[src/rtl/isoc_tx_seq.sv]
module isoc_tx_seq #(
  parameter int          NCTX      = 4,
  parameter int          AW        = 32,
  parameter int          DW        = 32,
  parameter int          LENW      = 16,
  parameter logic [31:0] MARK_WORD = 32'hC0DE_CAFE
) (
  input  logic            clk,
  input  logic            rst_n,
  input  logic [NCTX-1:0] ctx_en,
  input  logic [NCTX-1:0] ptr_load,
  input  logic [AW-1:0]   ptr_wdata,
  input  logic            cyc_start,
  output logic            mem_req,
  output logic [AW-1:0]   mem_addr,
  input  logic            mem_gnt,
  input  logic            mem_rvalid,
  input  logic [DW-1:0]   mem_rdata,
  input  logic            fifo_full,
  output logic            fifo_wr,
  output logic [DW-1:0]   fifo_data,
  output logic            fifo_tag,
  output logic [7:0]      ovr_cnt
);
  localparam int CW  = (NCTX > 1) ? $clog2(NCTX) : 1;
  localparam int NWW = LENW - 1;

  typedef enum logic [2:0] {S_IDLE, S_SCAN, S_REQ, S_WAIT, S_PUSH, S_MARK} st_t;

  st_t            st;
  logic [CW-1:0]  ctx;
  logic           is_pay;
  logic [NWW-1:0] widx, nwords;
  logic [AW-1:0]  pay_addr;
  logic [DW-1:0]  hold;
  logic [AW-1:0]  ptr [NCTX];
  logic [LENW:0]  rnd;
  logic           last, adv, busy;

  assign busy      = (st != S_IDLE);
  assign last      = (ctx == CW'(NCTX - 1));
  assign rnd       = {1'b0, mem_rdata[LENW-1:0]} + (LENW+1)'(3);
  assign adv       = (st == S_WAIT) && mem_rvalid && !is_pay && widx[0];
  assign mem_req   = (st == S_REQ);
  assign mem_addr  = (is_pay ? pay_addr : ptr[ctx]) + AW'({widx, 2'b00});
  assign fifo_wr   = ((st == S_PUSH) || (st == S_MARK)) && !fifo_full;
  assign fifo_tag  = (st == S_MARK);
  assign fifo_data = (st == S_MARK) ? DW'(MARK_WORD) : hold;

  always_ff @(posedge clk or negedge rst_n) begin
    if (!rst_n) begin
      for (int i = 0; i < NCTX; i++) ptr[i] <= '0;
    end else begin
      for (int i = 0; i < NCTX; i++) begin
        if (ptr_load[i])                  ptr[i] <= ptr_wdata;
        else if (adv && ctx == CW'(i))    ptr[i] <= ptr[i] + AW'(8);
      end
    end
  end

  always_ff @(posedge clk or negedge rst_n) begin
    if (!rst_n) begin
      ovr_cnt <= '0;
    end else if (cyc_start && busy) begin
      ovr_cnt <= ovr_cnt + 8'd1;
    end
  end

  always_ff @(posedge clk or negedge rst_n) begin
    if (!rst_n) begin
      st       <= S_IDLE;
      ctx      <= '0;
      is_pay   <= 1'b0;
      widx     <= '0;
      nwords   <= '0;
      pay_addr <= '0;
      hold     <= '0;
    end else begin
      case (st)
        S_IDLE: if (cyc_start) begin
          ctx <= '0;
          st  <= S_SCAN;
        end
        S_SCAN: begin
          if (ctx_en[ctx]) begin
            is_pay <= 1'b0;
            widx   <= '0;
            st     <= S_REQ;
          end else if (last) st <= S_MARK;
          else ctx <= ctx + 1'b1;
        end
        S_REQ: if (mem_gnt) st <= S_WAIT;
        S_WAIT: if (mem_rvalid) begin
          if (is_pay) begin
            hold <= mem_rdata;
            st   <= S_PUSH;
          end else if (!widx[0]) begin
            nwords <= rnd[LENW:2];
            widx   <= NWW'(1);
            st     <= S_REQ;
          end else begin
            pay_addr <= AW'(mem_rdata);
            widx     <= '0;
            if (nwords != '0) begin
              is_pay <= 1'b1;
              st     <= S_REQ;
            end else if (last) st <= S_MARK;
            else begin
              ctx <= ctx + 1'b1;
              st  <= S_SCAN;
            end
          end
        end
        S_PUSH: if (!fifo_full) begin
          if (widx != nwords - 1'b1) begin
            widx <= widx + 1'b1;
            st   <= S_REQ;
          end else if (last) st <= S_MARK;
          else begin
            ctx <= ctx + 1'b1;
            st  <= S_SCAN;
          end
        end
        S_MARK: if (!fifo_full) st <= S_IDLE;
        default: st <= S_IDLE;
      endcase
    end
  end
endmodule


[config.mk]
export PLATFORM = sky130hd
export DESIGN_NAME = isoc_tx_seq
export DESIGN_NICKNAME = d
export VERILOG_FILES = /design/src/rtl/isoc_tx_seq.sv
export SDC_FILE = /design/constraint.sdc
export NUM_CORES = 1
export LEC_CHECK = 0
export BUFFER_PORTS_ARGS = -buffer_cell sky130_fd_sc_hd__clkbuf_2
export CORE_UTILIZATION = 55
export DETAILED_ROUTE_END_ITERATION = 16
export GPL_TIMING_DRIVEN = 0
export HOLD_SLACK_MARGIN = 0.1
export PLACE_DENSITY = 0.75
export SLEW_MARGIN = 20
export SYNTH_ARGS = -nofsm -noshare
export SYNTH_HDL_FRONTEND = slang
export SYNTH_SLANG_ARGS = --single-unit
[constraint.sdc]
create_clock -name clk -period 7.5 [get_ports clk]
set_input_delay 1.5 -clock clk [delete_from_list [all_inputs] [get_ports clk]]
set_output_delay 1.5 -clock clk [all_outputs]
set_load 0.01 [all_outputs]
==> flow_summary.ini <==
[outcome]
outcome = finished clean

[finish]
finalNetCount = 1753
final_cell_count_no_fill = 1998
drive_above_1_share_pct = 21.36
utilization_pct = 65.01
syn_to_final_growth_pct = 14.69

[worst_setup_path]
cp-start-kind = flip-flop
worstSetupEndpointType = output pin
reg2reg_slack_ps = 3650
crit_arrival_ps = 5560
crit_fanout = 10
worstPathRequired_ps = 6000
reg2reg_depth = 12
reg2reg_from = ctx[1]
worstSetupPathType = reg -> out
rr_endpoint = ptr[124]

[clocking]
cts_tree = built
post_cts_resized = 1
clock_sink_count = 236
htreeDepth = 1
post_cts_buffers = 0
cts_buffers = 27
root_buffer = clkbuf_16
clk_pin_slew_worst_paths_ps = 60
cts_hold_repair.buffers = 0
clk_latency_ps = 540
cts.path.max_buffers = 3

[place]
port_buffers = 148
gp_congestion = 0.9316
dp_hpwl_mm = 30.26
dp_cells = 1951

[synthesis]
synth_top_cells_by_count = dfrtp_1, nand2_1, o21ai_0
yosysTopAreaCell = dfrtp_1
yosys_warnings = 0
async_reset_ff_share_pct = 100.0
netlist_instances = 1471
yosys.cell_types.count = 77
netlist_top_cells_area = dfrtp_1, mux2_2, nand2_1, xor2_1, o21ai_0
avgSynthCellArea_um2 = 9.788
synth_edf_count = 0
yosysSeqAreaShare_pct = 41.01
synthFlopType = dfrtp_1
yosysMostFrequentCell = dfrtp_1
syn_area_mm2 = 0.01440
ys_seq_elements = 236
syn-num-nets = 1576
synth.top_cell.area_share_pct = 41.01

[timing]
min_period_ps = 7064
clock_skew_ps = 13.56
tightest_slew_ps = 876.7
grt_setup_unrepaired = no
finalHoldViolCount = 0
finalSetupTns_ps = 0
slew_violations = 0
relSlewSlack_pct = 41.56
finalCritPeriodShare_pct = 94.18
max_freq_mhz = 141.6
setup_violations = 0

[grt]
busiest_layer = met2
use_met2_pct = 50.56
grt_pass1_vias = 11960
use_met3_pct = 5.152
gr-usage-all-layers_pct = 30.58
grt-ovfl-total = 0
grt_pass1_wl_mm = 63.58
grt_max_degree = 84
antenna_found_initial = 1
grt_util_met1_pct = 40.85

[job]
drv_cap = 0

[worst_hold_path]
hold_end = ovr_cnt[7]
hold_path_class = reg -> reg
whs_path_depth = 1
hp-start = ovr_cnt[7]

[routing]
drt.antenna.violating_nets = 0
drtPass1Iterations = 5
routed_wl_mm = 40.48
drt-initial-drc-count = 991
routed_via_density = 6.054
vias = 12100
drc = 0
wire_per_inst_um = 20.26

[pwr]
clock_power_share_pct = 25.1
total_power_mw = 5.341
swShare_pct = 37.20
power_switching_mw = 1.987
p_comb_share_pct = 40.4
p_int_mw = 3.354
power_density_mw_per_mm2 = 323.4
ir_worst_vdd_uv = 254.4
p_leak_nw = 7.086
p_seq_share_pct = 34.5

[floorplanning]
rows = 58
initial_core_util_pct = 56.69
fp.dieArea_mm2 = 0.02683
core_area_mm2 = 0.02540
dieHeight_um = 163.8
die_w_um = 163.8
io-pin-count = 153
[stage by stage]
stage | hold slack, ps | setup WS (ps) | area [µm²]
global route | 513.0 | 88.36 | 16510
CTS | 498.5 | 136.7 | 16510
detailed placement | 487.2 | 581.2 | 15620
finish | 491.6 | 436.4 | 16510
global placement | 463.8 | 74.17 | 15550
floorplan | 471.6 | 1701 | 14400
[layer usage]
metal	routed length, µm	vias to the layer above	part of all wire (%)
met1	16910	5947	42
met3	3165	93	7.8
met2	19200	520	47
met5	0	-	0
li1	-	5536	-
met4	1200	0	3.0
[how the worst max path moves through the flow]
stage | to | cells after the start | start
5_1_grt | mem_addr[25] | 15 | is_pay
2_1_floorplan | mem_addr[18] | 15 | ctx[0]
3_3_place_gp | ptr[85] | 1 | rst_n
3_5_place_dp | mem_addr[25] | 16 | ctx[1]
6_report | mem_addr[25] | 15 | is_pay
4_1_cts | mem_addr[18] | 16 | is_pay
[kinds of logic after synthesis]
| kind of cell | synth area share [%] |
|---|---|
| xor+xnor | 10.40 |
| compound gates | 9.272 |
| flops | 41.01 |
| simple gates | 19.50 |
| fa+ha+maj | 2.398 |
| mux | 14.76 |
| buf+inv | 2.650 |
[sequential cells by signal, summed over array words and instances (netlist names)]
signal and count:
widx 15, st 3, nwords 15, is_pay 1, ptr 128, hold 32, ctx 2, pay_addr 32
ovr_cnt 8
[layout make-up]
type,instances,area [µm²]
plain buffers,71,305.3
fillers,2038,8886
multi-input cells,1143,8114
flip-flops and latches,236,5906
well taps,330,412.9
inverters,19,71.32
clock inverters,8,102.6
clock buffers,40,794.5
diodes,1,2.502
repair buffers,150,804.5
[worst max-delay path, stage by stage, from the launching register on]
cell and delay (ps):
dfrtp_1 320, clkbuf_1 350, buf_2 360, clkbuf_1 400, clkbuf_1 530, mux2_2 430
ha_1 370, a21oi_1 90, o21ai_0 250, a41o_1 160, nand2_1 90, o311ai_0 490
o221a_2 460, nor4bb_1 400, xnor2_1 170, clkbuf_2 160
[cells in the final DEF (no fill, tap or decap), types with 25 or more instances in the layout]
master     Yosys  layout
a21oi_1       25      25
nand2_1      217     217
nor2_1        76      75
o21ai_0      144     144
mux2_2        98      98
xor2_1        90      90
clkbuf_16      0      27
nand4_1       27      27
dfrtp_1      236     236
ha_1          26      26
clkbuf_2       1     150
xnor2_1       81      81
and3_1        37      37
nand2b_1      27      27
clkbuf_1      53      58
mux4_2        31      31
and2_1        29      29
nand3_1       63      63
[power by group through the flow]
stage / registers [mW] / logic (mW) / clock network, mW
6_report: 1.84 / 2.16 / 1.34
5_1_grt: 1.88 / 2.35 / 1.40
4_1_cts: 1.84 / 2.16 / 1.35
3_5_place_dp: 1.85 / 2.14 / 0
3_3_place_gp: 1.84 / 2.09 / 0
2_1_floorplan: 1.77 / 1.49 / 0
No activity file was read; power rests on OpenSTA's default activity.
